File: src/rtl/es_pkg.sv
package es_pkg;
  typedef enum logic [0:0] {RD_IDLE, RD_WAIT} rd_state_e;
endpackage

File: src/rtl/es_sync_rise.sv
module es_sync_rise #(
  parameter int STAGES = 2
) (
  input  logic clk_i,
  input  logic rst_ni,
  input  logic sig_i,
  output logic rise_o
);
  // pipe_q[STAGES-1] is the synchronised level, pipe_q[STAGES] its previous value
  logic [STAGES:0] pipe_q;

  always_ff @(posedge clk_i or negedge rst_ni) begin
    if (!rst_ni) pipe_q <= '0;
    else         pipe_q <= {pipe_q[STAGES-1:0], sig_i};
  end

  assign rise_o = pipe_q[STAGES-1] & ~pipe_q[STAGES];
endmodule

File: src/rtl/es_gate.sv
module es_gate #(
  parameter int TS_W = 32
) (
  input  logic            clk_i,
  input  logic            rst_ni,
  input  logic [TS_W-1:0] wall_i,
  input  logic            req_i,
  input  logic [TS_W-1:0] start_i,
  input  logic [TS_W-1:0] len_i,
  output logic            open_o,
  output logic            refused_o
);
  logic            armed_q;
  logic [TS_W-1:0] start_q, end_q;
  logic            accept;

  assign accept = req_i && (start_i > wall_i);

  always_ff @(posedge clk_i or negedge rst_ni) begin
    if (!rst_ni) begin
      armed_q   <= 1'b0;
      start_q   <= '0;
      end_q     <= '0;
      refused_o <= 1'b0;
    end else begin
      refused_o <= req_i && !accept;
      if (accept) begin
        armed_q <= 1'b1;
        start_q <= start_i;
        end_q   <= start_i + len_i;
      end
    end
  end

  assign open_o = armed_q && (wall_i >= start_q) && (wall_i < end_q);

  a_r4_refused_keeps_window: assert property (@(posedge clk_i) disable iff (!rst_ni)
    refused_o |-> ($stable(start_q) && $stable(end_q)));
endmodule

File: src/rtl/es_fifo.sv
module es_fifo #(
  parameter int W     = 32,
  parameter int DEPTH = 8,
  localparam int PTR_W = (DEPTH > 1) ? $clog2(DEPTH) : 1,
  localparam int LVL_W = $clog2(DEPTH + 1)
) (
  input  logic         clk_i,
  input  logic         rst_ni,
  input  logic         flush_i,
  input  logic         push_i,
  input  logic [W-1:0] wdata_i,
  input  logic         pop_i,
  output logic [W-1:0] head_o,
  output logic         empty_o,
  output logic         full_o
);
  logic [W-1:0]     mem_q [DEPTH];
  logic [PTR_W-1:0] wptr_q, rptr_q;
  logic [LVL_W-1:0] level_q;
  logic             do_push, do_pop;

  assign empty_o = (level_q == '0);
  assign full_o  = (level_q == LVL_W'(DEPTH));
  assign do_push = push_i && !full_o && !flush_i;
  assign do_pop  = pop_i && !empty_o && !flush_i;
  assign head_o  = mem_q[rptr_q];

  function automatic logic [PTR_W-1:0] ptr_next(input logic [PTR_W-1:0] p);
    return (p == PTR_W'(DEPTH - 1)) ? '0 : p + PTR_W'(1);
  endfunction

  always_ff @(posedge clk_i) begin
    if (do_push) mem_q[wptr_q] <= wdata_i;
  end

  always_ff @(posedge clk_i or negedge rst_ni) begin
    if (!rst_ni) begin
      wptr_q  <= '0;
      rptr_q  <= '0;
      level_q <= '0;
    end else if (flush_i) begin
      wptr_q  <= '0;
      rptr_q  <= '0;
      level_q <= '0;
    end else begin
      if (do_push) wptr_q <= ptr_next(wptr_q);
      if (do_pop)  rptr_q <= ptr_next(rptr_q);
      if (do_push && !do_pop)      level_q <= level_q + LVL_W'(1);
      else if (do_pop && !do_push) level_q <= level_q - LVL_W'(1);
    end
  end

  a_r5_level_bound: assert property (@(posedge clk_i) disable iff (!rst_ni)
    level_q <= LVL_W'(DEPTH));
  a_r5_full_holds: assert property (@(posedge clk_i) disable iff (!rst_ni)
    (full_o && push_i && !pop_i && !flush_i) |=> full_o);
  a_r7_pop_nonempty: assert property (@(posedge clk_i) disable iff (!rst_ni)
    pop_i |-> !empty_o);
endmodule

File: src/rtl/es_reader.sv
module es_reader import es_pkg::*; #(
  parameter int TS_W  = 32,
  parameter int CNT_W = 4
) (
  input  logic             clk_i,
  input  logic             rst_ni,
  input  logic             flush_i,
  input  logic [TS_W-1:0]  wall_i,
  input  logic             req_i,
  input  logic             count_i,
  input  logic [TS_W-1:0]  limit_i,
  input  logic             empty_i,
  input  logic [TS_W-1:0]  head_i,
  input  logic             ovf_set_i,
  output logic             pop_o,
  output logic             busy_o,
  output logic             done_o,
  output logic             valid_o,
  output logic [TS_W-1:0]  stamp_o,
  output logic [CNT_W-1:0] count_o,
  output logic             ovf_o
);
  rd_state_e        state_q, state_d;
  logic [TS_W-1:0]  limit_q;
  logic [CNT_W-1:0] cnt_q, cnt_d;
  logic             ovf_q;
  logic             report, rep_valid, pop;
  logic [TS_W-1:0]  rep_stamp;
  logic [CNT_W-1:0] rep_count;
  logic             take_cnt;

  assign take_cnt = (state_q == RD_IDLE) && req_i && count_i;

  always_comb begin
    state_d   = state_q;
    cnt_d     = cnt_q;
    report    = 1'b0;
    rep_valid = 1'b0;
    rep_stamp = '0;
    rep_count = '0;
    pop       = 1'b0;
    unique case (state_q)
      RD_IDLE: if (req_i) begin
        if (count_i) begin
          state_d = RD_WAIT;
          cnt_d   = '0;
        end else begin
          report    = 1'b1;
          rep_valid = !empty_i;
          rep_stamp = empty_i ? '0 : head_i;
          pop       = !empty_i;
        end
      end
      RD_WAIT: if (wall_i > limit_q) begin
        // drain one stamp per cycle while the head is inside the limit
        if (!empty_i && head_i <= limit_q) begin
          pop   = 1'b1;
          cnt_d = cnt_q + CNT_W'(1);
        end else begin
          report    = 1'b1;
          rep_valid = 1'b1;
          rep_count = cnt_q;
          state_d   = RD_IDLE;
        end
      end
    endcase
  end

  assign pop_o  = pop && !flush_i;
  assign busy_o = (state_q == RD_WAIT);

  always_ff @(posedge clk_i or negedge rst_ni) begin
    if (!rst_ni) begin
      state_q <= RD_IDLE;
      limit_q <= '0;
      cnt_q   <= '0;
      ovf_q   <= 1'b0;
      done_o  <= 1'b0;
      valid_o <= 1'b0;
      stamp_o <= '0;
      count_o <= '0;
      ovf_o   <= 1'b0;
    end else if (flush_i) begin
      state_q <= RD_IDLE;
      cnt_q   <= '0;
      ovf_q   <= 1'b0;
      done_o  <= 1'b0;
    end else begin
      state_q <= state_d;
      cnt_q   <= cnt_d;
      done_o  <= report;
      ovf_q   <= (ovf_q && !report) || ovf_set_i;
      if (take_cnt) limit_q <= limit_i;
      if (report) begin
        valid_o <= rep_valid;
        stamp_o <= rep_stamp;
        count_o <= rep_count;
        ovf_o   <= ovf_q;
      end
    end
  end

  a_r9_count_after_limit: assert property (@(posedge clk_i) disable iff (!rst_ni)
    (done_o && $past(state_q == RD_WAIT)) |-> ($past(wall_i) > limit_q));
  a_r6_ovf_consumed: assert property (@(posedge clk_i) disable iff (!rst_ni)
    done_o |-> (!ovf_q || $past(ovf_set_i)));
  a_r11_idle_after_done: assert property (@(posedge clk_i) disable iff (!rst_ni)
    done_o |-> !busy_o);
endmodule

File: src/rtl/gated_edge_stamper.sv
module gated_edge_stamper #(
  parameter int TS_W        = 32,
  parameter int DEPTH       = 8,
  parameter int SYNC_STAGES = 2,
  localparam int CNT_W      = $clog2(DEPTH + 1)
) (
  input  logic             clk_i,
  input  logic             rst_ni,
  input  logic [TS_W-1:0]  wall_i,
  input  logic             flush_i,
  input  logic             sig_i,
  input  logic             win_req_i,
  input  logic [TS_W-1:0]  win_start_i,
  input  logic [TS_W-1:0]  win_len_i,
  output logic             win_open_o,
  output logic             win_refused_o,
  input  logic             rd_req_i,
  input  logic             rd_count_i,
  input  logic [TS_W-1:0]  rd_limit_i,
  output logic             rd_busy_o,
  output logic             rsp_done_o,
  output logic             rsp_valid_o,
  output logic [TS_W-1:0]  rsp_stamp_o,
  output logic [CNT_W-1:0] rsp_count_o,
  output logic             rsp_ovf_o
);
  logic            rise, push, full, empty, pop, ovf_set;
  logic [TS_W-1:0] head;

  es_sync_rise #(.STAGES(SYNC_STAGES)) u_sync (
    .clk_i(clk_i), .rst_ni(rst_ni), .sig_i(sig_i), .rise_o(rise)
  );

  es_gate #(.TS_W(TS_W)) u_gate (
    .clk_i(clk_i), .rst_ni(rst_ni), .wall_i(wall_i), .req_i(win_req_i),
    .start_i(win_start_i), .len_i(win_len_i),
    .open_o(win_open_o), .refused_o(win_refused_o)
  );

  assign push    = rise && win_open_o;
  assign ovf_set = push && full && !flush_i;

  es_fifo #(.W(TS_W), .DEPTH(DEPTH)) u_fifo (
    .clk_i(clk_i), .rst_ni(rst_ni), .flush_i(flush_i), .push_i(push),
    .wdata_i(wall_i), .pop_i(pop), .head_o(head), .empty_o(empty), .full_o(full)
  );

  es_reader #(.TS_W(TS_W), .CNT_W(CNT_W)) u_reader (
    .clk_i(clk_i), .rst_ni(rst_ni), .flush_i(flush_i), .wall_i(wall_i),
    .req_i(rd_req_i), .count_i(rd_count_i), .limit_i(rd_limit_i),
    .empty_i(empty), .head_i(head), .ovf_set_i(ovf_set),
    .pop_o(pop), .busy_o(rd_busy_o), .done_o(rsp_done_o), .valid_o(rsp_valid_o),
    .stamp_o(rsp_stamp_o), .count_o(rsp_count_o), .ovf_o(rsp_ovf_o)
  );
endmodule

File: config.mk
export PLATFORM = sky130hd
export DESIGN_NAME = gated_edge_stamper
export DESIGN_NICKNAME = d
export VERILOG_FILES = /design/src/rtl/es_pkg.sv /design/src/rtl/es_sync_rise.sv /design/src/rtl/es_gate.sv /design/src/rtl/es_fifo.sv /design/src/rtl/es_reader.sv /design/src/rtl/gated_edge_stamper.sv
export SDC_FILE = /design/constraint.sdc
export NUM_CORES = 1
export LEC_CHECK = 0
export BUFFER_PORTS_ARGS = -buffer_cell sky130_fd_sc_hd__buf_4
export CORE_ASPECT_RATIO = 0.7
export CORE_MARGIN = 5
export CORE_UTILIZATION = 61
export DETAILED_ROUTE_END_ITERATION = 8
export GPL_ROUTABILITY_DRIVEN = 0
export PLACE_DENSITY = 0.81
export RECOVER_POWER = 100
export SYNTH_ARGS = -nofsm -noshare
export SYNTH_HDL_FRONTEND = slang
export SYNTH_HIERARCHICAL = 1
export SYNTH_SLANG_ARGS = --single-unit
File: constraint.sdc
create_clock -name clk_i -period 7.6 [get_ports clk_i]
set_input_delay 0.38 -clock clk_i [delete_from_list [all_inputs] [get_ports clk_i]]
set_output_delay 0.38 -clock clk_i [all_outputs]
set_load 0.005 [all_outputs]
=== Yosys cells after proc, flatten, opt, wreduce, memory -nomap -nowiden ===
Memory sizes are Yosys's and may differ from the RTL's.
Index checks and enable logic that the tools add are counted.

* Reductions and logical operators: 33
* Magnitude comparators: 5
* Bitwise logic cells: 4
* Eq/ne operators: 7
* Add/subtract/negate cells: 6
* Muxes and demuxes: 42

{| class="wikitable"
|+ Operators by type and width
! kind !! number
|-
| 32-bit 2-to-1 mux || 4
|-
| 32-bit > comparator || 2
|-
| 4-bit 2-to-1 mux || 11
|-
| 32-bit adder || 1
|-
| 32-bit greater-or-equal comparator || 1
|-
| 32-bit <= comparator || 1
|-
| 32-bit < comparator || 1
|-
| 1-bit logical AND || 18
|-
| 3-bit 2-to-1 mux || 6
|-
| 1-bit 2-to-1 mux || 16
|-
| 3-bit inequality test, second input constant || 4
|-
| 4-bit by 1-bit adder with 4-bit output, second input constant || 2
|-
| 1-bit case mux with 2 select lines || 4
|-
| 4-bit case mux with 2 select lines || 1
|-
| 1-bit zero test || 7
|-
| 3-bit by 1-bit adder with 3-bit output, second input constant || 2
|-
| 3-bit equality test, second input constant || 2
|-
| 4-bit equality test, second input constant || 1
|-
| 4-bit zero test || 1
|-
| 2-bit AND reduction || 2
|-
| 4-bit AND reduction || 1
|-
| 2-bit nonzero test || 2
|-
| 4-bit by 1-bit subtractor with 4-bit output, second input constant || 1
|-
| 1-bit inverter || 3
|-
| other kinds (3) || 3
|}

* Output and inout bits: 42
* Register bits: 156
* Bits in writable memories: 256
* Memories kept: 1
* Input port bits: 135
* Logic and storage cells: 115

{| class="wikitable"
|+ Memory list
! memory !! words !! bits a word !! rd ports !! clocked after memory_dff !! write ports !! line !! source
|-
| u_fifo.mem_q || 8 || 32 || 1 || 0 || 1 || es_fifo.sv:17 || <nowiki>logic [W-1:0] mem_q [DEPTH];</nowiki>
|}

=== Logic depth before layout (Yosys ltp) ===
Gate-level depths: netlist (run 1).

* Depth in word-level cells: 13
* Gate-level depth with buffers: 21
* Depth with buffers taken out: 19

=== By module ===
Netlist (run 1), hierarchy kept.

{| class="wikitable"
|+ Modules (own cells, without submodules)
! module !! times used !! area each (um^2) !! cells an instance
|-
| es_fifo || 1 || 10359.9 || 451
|-
| es_gate || 1 || 6357.3 || 728
|-
| es_reader || 1 || 4505.6 || 436
|-
| es_sync_rise || 1 || 88.8 || 4
|-
| gated_edge_stamper || 1 || 16.3 || 2
|}

=== Worst setup path after synthesis (run 1) ===
No wires, ideal clock.

* Path kind: in2reg
* Start: input wall_i[25]
* End: memory u_fifo.mem_q[0][0] (enable)
* Stages on the path: 14
* Data required time: 7.099 ns
* Slack: 1.063 ns
* Buffers on the path: 1
* Arrival: 6.036 ns
* Cells stage by stage: ha_1 a21o_1 a21o_1 a21oi_1 nor2b_1 o21ai_0 a31oi_1 or4b_2 a211oi_1 and2_1 nand2b_1 or2_1 buf_4 nor4_1

* Cells in the longest elaborated chain, start to end: 8
* Elaborated cells on any way between the ends: 9
* Those cells by class: order compare (2); mux (2); reduce/logical (5)

{| class="wikitable"
|+ Ends and longest elaborated chain
! what !! line !! source
|-
| start, declared || gated_edge_stamper.sv:9 || <nowiki>input logic [TS_W-1:0] wall_i,</nowiki>
|-
| 32-bit greater-or-equal comparator || es_gate.sv:35 || <nowiki>assign open_o = armed_q && (wall_i >= start_q) && (wall_i < end_q);</nowiki>
|-
| 1-bit logical AND || es_gate.sv:35 ||
|-
| 1-bit logical AND * || es_gate.sv:35 ||
|-
| net win_open_o || gated_edge_stamper.sv:15 || <nowiki>output logic win_open_o,</nowiki>
|-
| 1-bit logical AND * || gated_edge_stamper.sv:40 || <nowiki>assign push = rise && win_open_o;</nowiki>
|-
| net push || gated_edge_stamper.sv:27 || <nowiki>logic rise, push, full, empty, pop, ovf_set;</nowiki>
|-
| 1-bit logical AND * (2 in series) || es_fifo.sv:24 || <nowiki>assign do_push = push_i && !full_o && !flush_i;</nowiki>
|-
| 1-bit 2-to-1 mux * || es_fifo.sv:33 || <nowiki>if (do_push) mem_q[wptr_q] <= wdata_i;</nowiki>
|-
| 1-bit 2-to-1 mux (not written as such) * || es_fifo.sv:33 ||
|-
| end, declared || es_fifo.sv:17 ||
|}

Mark *: on every way through the listed nets, which the timed path passes. The rest lies on a longest branch.

=== Final worst setup path (run 1) ===
* Start: register u_fifo.rptr_q[0]
* End: register u_fifo.level_q[3]

* Cells in the longest elaborated chain, start to end: 13
* Elaborated cells on any way between the ends: 15
* Those cells by class: order compare (1); mux (5); reduce/logical (8); memory (1)

{| class="wikitable"
|+ Ends and longest elaborated chain
! what !! line !! source
|-
| start, declared || es_fifo.sv:18 || <nowiki>logic [PTR_W-1:0] wptr_q, rptr_q;</nowiki>
|-
| start signal, assigned || es_fifo.sv:47 || <nowiki>if (do_pop) rptr_q <= ptr_next(rptr_q);</nowiki>
|-
| memory 8 x 32 bit * || n/a ||
|-
| net head[14] || gated_edge_stamper.sv:28 || <nowiki>logic [TS_W-1:0] head;</nowiki>
|-
| 32-bit <= comparator * || es_reader.sv:56 || <nowiki>if (!empty_i && head_i <= limit_q) begin</nowiki>
|-
| 1-bit logical AND * || es_reader.sv:56 ||
|-
| 1-bit 2-to-1 mux * || es_reader.sv:56 ||
|-
| 1-bit 2-to-1 mux * || es_reader.sv:54 || <nowiki>RD_WAIT: if (wall_i > limit_q) begin</nowiki>
|-
| 1-bit case mux with 2 select lines * || es_reader.sv:42 || <nowiki>unique case (state_q)</nowiki>
|-
| 1-bit logical AND * || es_reader.sv:69 || <nowiki>assign pop_o = pop && !flush_i;</nowiki>
|-
| net pop || gated_edge_stamper.sv:27 ||
|-
| 1-bit logical AND * (2 in series) || es_fifo.sv:25 || <nowiki>assign do_pop = pop_i && !empty_o && !flush_i;</nowiki>
|-
| 1-bit zero test || es_fifo.sv:48 || <nowiki>if (do_push && !do_pop) level_q <= level_q + LVL_W'(1);</nowiki>
|-
| 1-bit logical AND || es_fifo.sv:48 ||
|-
| 4-bit 2-to-1 mux || es_fifo.sv:48 ||
|-
| 4-bit 2-to-1 mux || es_fifo.sv:41 || <nowiki>end else if (flush_i) begin</nowiki>
|-
| end signal, assigned || es_fifo.sv:48 ||
|-
| end signal, assigned || es_fifo.sv:49 || <nowiki>else if (do_pop && !do_push) level_q <= level_q - LVL_W'(1);</nowiki>
|-
| end, declared || es_fifo.sv:19 || <nowiki>logic [LVL_W-1:0] level_q;</nowiki>
|}

Marked as above.
A chain may end at the register's enable or synchronous reset.

==> flow_summary.json, run 1 <==
{
  "met3_length_um": 4910,
  "wl_met1_um": 22500,
  "hold_depth": 3,
  "detail-route-antenna-nets": 0,
  "num-nets-final": 2138,
  "design.core.area_um2": 34600,
  "end_kind": "register",
  "die-area_um2": 38900,
  "grt.overflow.total": 0,
  "top_layer_used": "met4",
  "cts_max_level": 2,
  "drcViolationCount": 0,
  "area_delta_synth_final_pct": 13.8,
  "cts_buffers": 40,
  "drtIter0Drc": 1519,
  "p_int_uw": 4160,
  "period_share_pct": 87.9,
  "outcome": "complete, but fails checks",
  "synth.avg_cell_area_um2": 13.2,
  "combPwrFrac_pct": 17.9,
  "grt_setup_unrepaired": "no",
  "crit_fanout": 42,
  "reg2reg_depth": 18,
  "setup_slack_ps": 916,
  "postSynth.asyncResetShare_pct": 37.9,
  "wl_um": 54500,
  "p_switching_uw": 1510,
  "timing.fmax_ghz": 0.150,
  "dr_wl_met2_um": 25600,
  "path_class": "reg -> reg",
  "cts_root_buf": "clkbuf_16",
  "drtPass1Iterations": 8,
  "synth_cell_types": 95,
  "rows": 57,
  "diodes": 0,
  "slowest_stage": "dfrtp_4",
  "vias": 14500,
  "tns_ps": 0,
  "clock_power_share_pct": 36.4,
  "p_seq_share_pct": 45.8,
  "worstPathArrival_ps": 7120,
  "max-vdd-ir-drop_mv": 0.142,
  "finClkSkew_ps": 19.6,
  "grt_max_degree": 87,
  "netlist_area_um2": 21300,
  "slowest_delay_ps": 1000,
  "post-cts-setup-buffers": 0,
  "startpoint_type": "register",
  "crit_chain": "buf_12 -> mux4_2 -> mux2_1 -> ha_1 -> nand4_1 -> nor4_1 -> nand3_1 -> and2_0 -> a21oi_1 -> nand2_1 -> a21oi_1 -> o41ai_1 -> nand2_2 -> ha_1 -> a21o_2 -> a2111oi_0 -> a311oi_1 -> o31ai_1",
  "grt_first_pass_wirelength_um": 83800,
  "grt.total_usage_pct": 27.8,
  "relSlewSlack_pct": -236,
  "path_clk_slew_ps": 60,
  "hold_slack_ps": 43.0,
  "synth_ff_type": "edfxtp_1",
  "required_ps": 8040,
  "setup_violations": 0,
  "avgRoutedWirePerCell_um": 23.7,
  "dp.final_hpwl_um": 36400,
  "syn_nets": 1955,
  "period_needed_ps": 6680,
  "cts_tree": "yes",
  "die_w_um": 233,
  "violations": "capacitance limit, slew limit",
  "hold_viol_final": 0,
  "antenna_found_initial": 0,
  "synth_edf_count": 256,
  "dp_slack_ps": 1380,
  "grt_pass1_vias": 14800,
  "drv_slew": 511,
  "p_leak_uw": 0.00998,
  "port_buffers": 176,
  "ys_ff_latch": 412,
  "max-cap-violations": 13,
  "io_pins": 177,
  "drive_gt1_share_pct": 20.7,
  "hold_class": "in -> reg",
  "via_per_inst": 6.29,
  "die_h_um": 166,
  "switching_share_pct": 26.6,
  "yosysSeqAreaShare_pct": 54.3,
  "clock_path_buffers": 3,
  "cts_sinks": 412,
  "tightest_slew_ps": 5040,
  "syn_inst": 1621,
  "synth_warnings": 6,
  "p_per_area_nw_per_um2": 234,
  "clk_latency_ps": 540,
  "start_util_pct": 61.7
}
==> worst max-delay path: cells and delay by family, from the launching register on <==
family | cells | cell delay [ps]
buf+inv | 1 | 330
flops | 1 | 1000
mux | 2 | 880
simple gates | 6 | 1760
compound gates | 7 | 2020
fa+ha+maj | 2 | 560
==> power by group through the flow <==
stage	clock network, µW	logic [µW]	registers (µW)
5_1_grt	2190	1130	2610
3_3_place_gp	0	929	2630
6_report	2060	1010	2590
2_1_floorplan	0	655	2610
4_1_cts	2090	1010	2590
3_5_place_dp	0	991	2640
==> registers in the layout, summed over array words and instances (netlist names), 4 cells and up <==
| name | cells |
|---|---|
| u_reader/limit_q | 32 |
| u_reader/stamp_o | 32 |
| u_fifo/level_q | 4 |
| u_reader/count_o | 4 |
| u_gate/start_q | 32 |
| u_reader/cnt_q | 4 |
| u_gate/end_q | 32 |
| u_fifo/mem_q | 256 |
==> placed cells by master (no fill, tap or decap), types with 13 or more instances in the layout <==
cell and count:
clkbuf_1 55, mux4_2 64, nand3_1 17, nand2b_1 13
ha_1 197, nor2_1 48, a211oi_1 14, clkbuf_16 44
a21oi_1 85, mux2_2 70, nor2b_1 17, nand4_1 29
edfxtp_1 256, a22o_1 32, buf_4 104, nand2_1 114
inv_1 143, a21o_1 28, o21ai_0 96, dfrtp_1 153
clkbuf_4 36, xnor2_1 20
==> final cells by class <==
type                    count  area [µm²]
clock buffers              54        1200
repair buffers            194        1280
multi-input cells        1012        8870
clock inverters            18         181
inverters                 144         541
fillers                  2302       10300
well taps                 472         591
flip-flops and latches    412       11600
==> metrics by stage <==
| stage | instances | instance area [µm²] | utilization, % | power, µW |
|---|---|---|---|---|
| after global routing | 2306 | 24300 | 70.2 | 5930 |
| after detailed placement | 2232 | 23200 | 67.0 | 3630 |
| after global placement | 2232 | 23200 | 67.0 | 3560 |
| final | 2306 | 24300 | 70.2 | 5670 |
| after CTS | 2306 | 24600 | 71.0 | 5690 |
| after floorplan | 1621 | 21300 | - | 3270 |
==> synthesized netlist by cell type (29+ instances only) <==
cell      instances  area (µm²)
a21oi_1          85         425
inv_1           142         533
a22o_1           32         280
edfxtp_1        256        7690
nand2_1         114         428
o21ai_0          94         470
nor2_1           51         191
mux4_2           64        1440
dfrtp_1         156        3900
ha_1            197        2460
mux2_2           71         800
nand4_1          29         181
==> per-layer routing <==
layer	track usage [%]	vias up
met1	39.4	7136
met2	45.0	781
met3	5.34	116
li1	-	6469
met5	0	-
met4	7.40	0
==> final timing paths <==
kind                             startpoint              endpoint  slack, ps
max in group asynchronous            rst_ni      u_fifo/rptr_q[1]       2460
min                           rd_limit_i[7]   u_reader/limit_q[7]         40
min reg2reg                u_sync/pipe_q[0]      u_sync/pipe_q[1]        360
max reg2reg                u_fifo/rptr_q[0]     u_fifo/level_q[3]        920
min in group asynchronous            rst_ni  u_reader/stamp_o[11]       2160
max                        u_fifo/rptr_q[0]     u_fifo/level_q[3]        920
==> logic make-up (layout without fill, tap and decap cells) <==
kind of cell,count (synthesis),in the layout,synth area share (%)
flip-flops,412,412,54.3
multiplexers,142,142,10.8
adder cells (fa/ha/maj),199,199,11.7
AND/OR/NAND/NOR,300,300,7.26
buffers and inverters,197,410,3.85
AO/OA/AOI/OAI,342,342,10.8
XOR/XNOR,29,29,1.19
==> timing repair <==
action / CTS / global route
hold buffers: 2 / 0
endpoints found under the hold margin: 60 / 0
gates resized for setup: 0 / 0
(Power assumes the default switching activity.)
==> run 2, diff against run 1 <==
==> constraint.sdc (replaced) <==
create_clock -name clk_i -period 7.6 [get_ports clk_i]
set_input_delay 0.38 -clock clk_i [delete_from_list [all_inputs] [get_ports clk_i]]
set_output_delay 0.38 -clock clk_i [all_outputs]
set_load 0.05 [all_outputs]
==> run 2 against run 1 <==
Compared with the run above:
- the flow still finishes with violations (capacitance limit, slew limit)
- global-route usage unchanged
- die area stayed put
- cell area is 0.54% lower
- clock power about the same
- worst setup slack worse by 10 ps
- sequential share of layout area rose by 0.26 points
- register-to-register slack barely moved
- count of clock-buffer cells in the layout stayed put
- combinational power barely moved
- critical path type unchanged
- highest routed layer unchanged
==> flow_summary.json, run 2 (synthesis results as in run 1) <==
{
  "io_pins": 177,
  "max-vdd-ir-drop_mv": 0.142,
  "diodes": 0,
  "grt.overflow.total": 0,
  "clock_path_buffers": 3,
  "dp_cells": 2232,
  "wl_um": 54700,
  "antenna_found_initial": 0,
  "hold_viol_final": 0,
  "tightest_slew_ps": 5050,
  "dp.final_hpwl_um": 36400,
  "top_register": "u_fifo/mem_q",
  "largest_reg_flops": 256,
  "cts_max_level": 2,
  "worstHoldStart": "rd_limit_i[7]",
  "design.core.area_um2": 34600,
  "outcome": "complete, but fails checks",
  "hold_slack_ps": 45.8,
  "post-cts-setup-buffers": 0,
  "max-cap-violations": 13,
  "start_util_pct": 61.7,
  "final_cell_mix": "256 x edfxtp_1, 197 x ha_1, 153 x dfrtp_1",
  "setup_violations": 0,
  "grt_first_pass_wirelength_um": 83800,
  "grt_pass1_vias": 14800,
  "path_class": "reg -> reg",
  "required_ps": 8040,
  "timing.fmax_ghz": 0.149,
  "drv_slew": 511,
  "die_w_um": 233,
  "final_cells": 2306,
  "clk_latency_ps": 540,
  "drive_gt1_share_pct": 18.8,
  "period_needed_ps": 6690,
  "grt_setup_unrepaired": "no",
  "violations": "capacitance limit, slew limit",
  "fill_cells": 2340,
  "finClkSkew_ps": 19.1,
  "port_buffers": 176,
  "cts_buffers": 40,
  "startpoint_type": "register",
  "die_h_um": 166,
  "relSlewSlack_pct": -237,
  "period_share_pct": 88.1,
  "r2r_start": "u_fifo/rptr_q[0]",
  "cts_root_buf": "clkbuf_16",
  "crit_fanout": 42,
  "rows": 57,
  "crit_start": "u_fifo/rptr_q[0]",
  "path_clk_slew_ps": 60,
  "hold_class": "in -> reg",
  "grt_max_degree": 87,
  "tns_ps": 0,
  "drcViolationCount": 0,
  "die-area_um2": 38900,
  "worstPathArrival_ps": 7130,
  "p_leak_uw": 0.00985,
  "final_common_cell": "edfxtp_1",
  "num-nets-final": 2138,
  "detail-route-antenna-nets": 0,
  "area_delta_synth_final_pct": 13.2,
  "avgRoutedWirePerCell_um": 23.7,
  "grt.total_usage_pct": 27.8,
  "vias": 14500,
  "p_per_area_nw_per_um2": 236,
  "cts_sinks": 412,
  "end_kind": "register",
  "cts_tree": "yes",
  "via_per_inst": 6.28,
  "drtIter0Drc": 1462,
  "drtPass1Iterations": 6
}
## run 2: cell types whose count changed in the layout (fill, tap and decap cells not counted)
cell,delta
clkbuf_1,+35
clkbuf_4,-35
## run 2: per-layer routing
layer | up-vias | track usage, % | routed length, µm
met2 | 736 | 45.0 | 25700
met1 | 7164 | 39.4 | 22600
li1 | 6467 | - | -
met5 | - | 0 | 0
met3 | 116 | 5.34 | 4890
met4 | 0 | 7.40 | 1500
## run 2: through the flow
| step | utilization [%] | setup slack, ps | power [µW] | instance area [µm²] |
|---|---|---|---|---|
| after global placement | 67.0 | 1800 | 3580 | 23200 |
| after detailed placement | 67.0 | 1380 | 3650 | 23200 |
| after floorplan | - | 8.49 | 3290 | 21300 |
| final | 69.8 | 906 | 5690 | 24100 |
| after global routing | 69.8 | 588 | 5940 | 24100 |
| after CTS | 71.0 | 1330 | 5720 | 24600 |
## run 2: path summary, 6_finish.rpt
kind,endpoint,slack [ps],depth (start not counted)
setup reg to reg,u_fifo/level_q[3],910,18
hold reg to reg,u_sync/pipe_q[1],360,0
hold / removal,u_reader/limit_q[7],50,3
max in group asynchronous,u_fifo/rptr_q[1],2460,3
setup / recovery,u_fifo/level_q[3],910,18
min in group asynchronous,u_reader/stamp_o[11],2170,2
## run 2: area by class of cell
class / instances / area (µm²) / share of cell area, %
clock buffer: 54 / 1200 / 4.97
clock inverter: 18 / 181 / 0.752
inverter: 144 / 541 / 2.24
timing repair buffer: 194 / 1150 / 4.77
sequential: 412 / 11600 / 48.1
tap: 472 / 591 / 2.45
multi-input combinational: 1012 / 8870 / 36.8
## run 2: power by group
| group | switching (µW) | internal (µW) | leakage (µW) |
|---|---|---|---|
| clock | 848 | 1210 | 0.000680 |
| sequential | 68.7 | 2530 | 0.00428 |
| combinational | 615 | 417 | 0.00489 |
| total | 1530 | 4160 | 0.00985 |
## run 2: repair_timing
item / CTS / global route
resized for setup: 0 / 0
endpoints found under the hold margin: 60 / 0
hold buffers: 2 / 0
## run 2: worst max-delay path: stages, from the launching register on
cell and delay, ps:
dfrtp_4 1000, buf_12 330, mux4_2 530, mux2_1 350, ha_1 310, nand4_1 160
nor4_1 800, nand3_1 220, and2_0 250, a21oi_1 360, nand2_1 170, a21oi_1 370
o41ai_1 310, nand2_2 180, ha_1 250, a21o_2 240, a2111oi_0 510, a311oi_1 110
o31ai_1 110
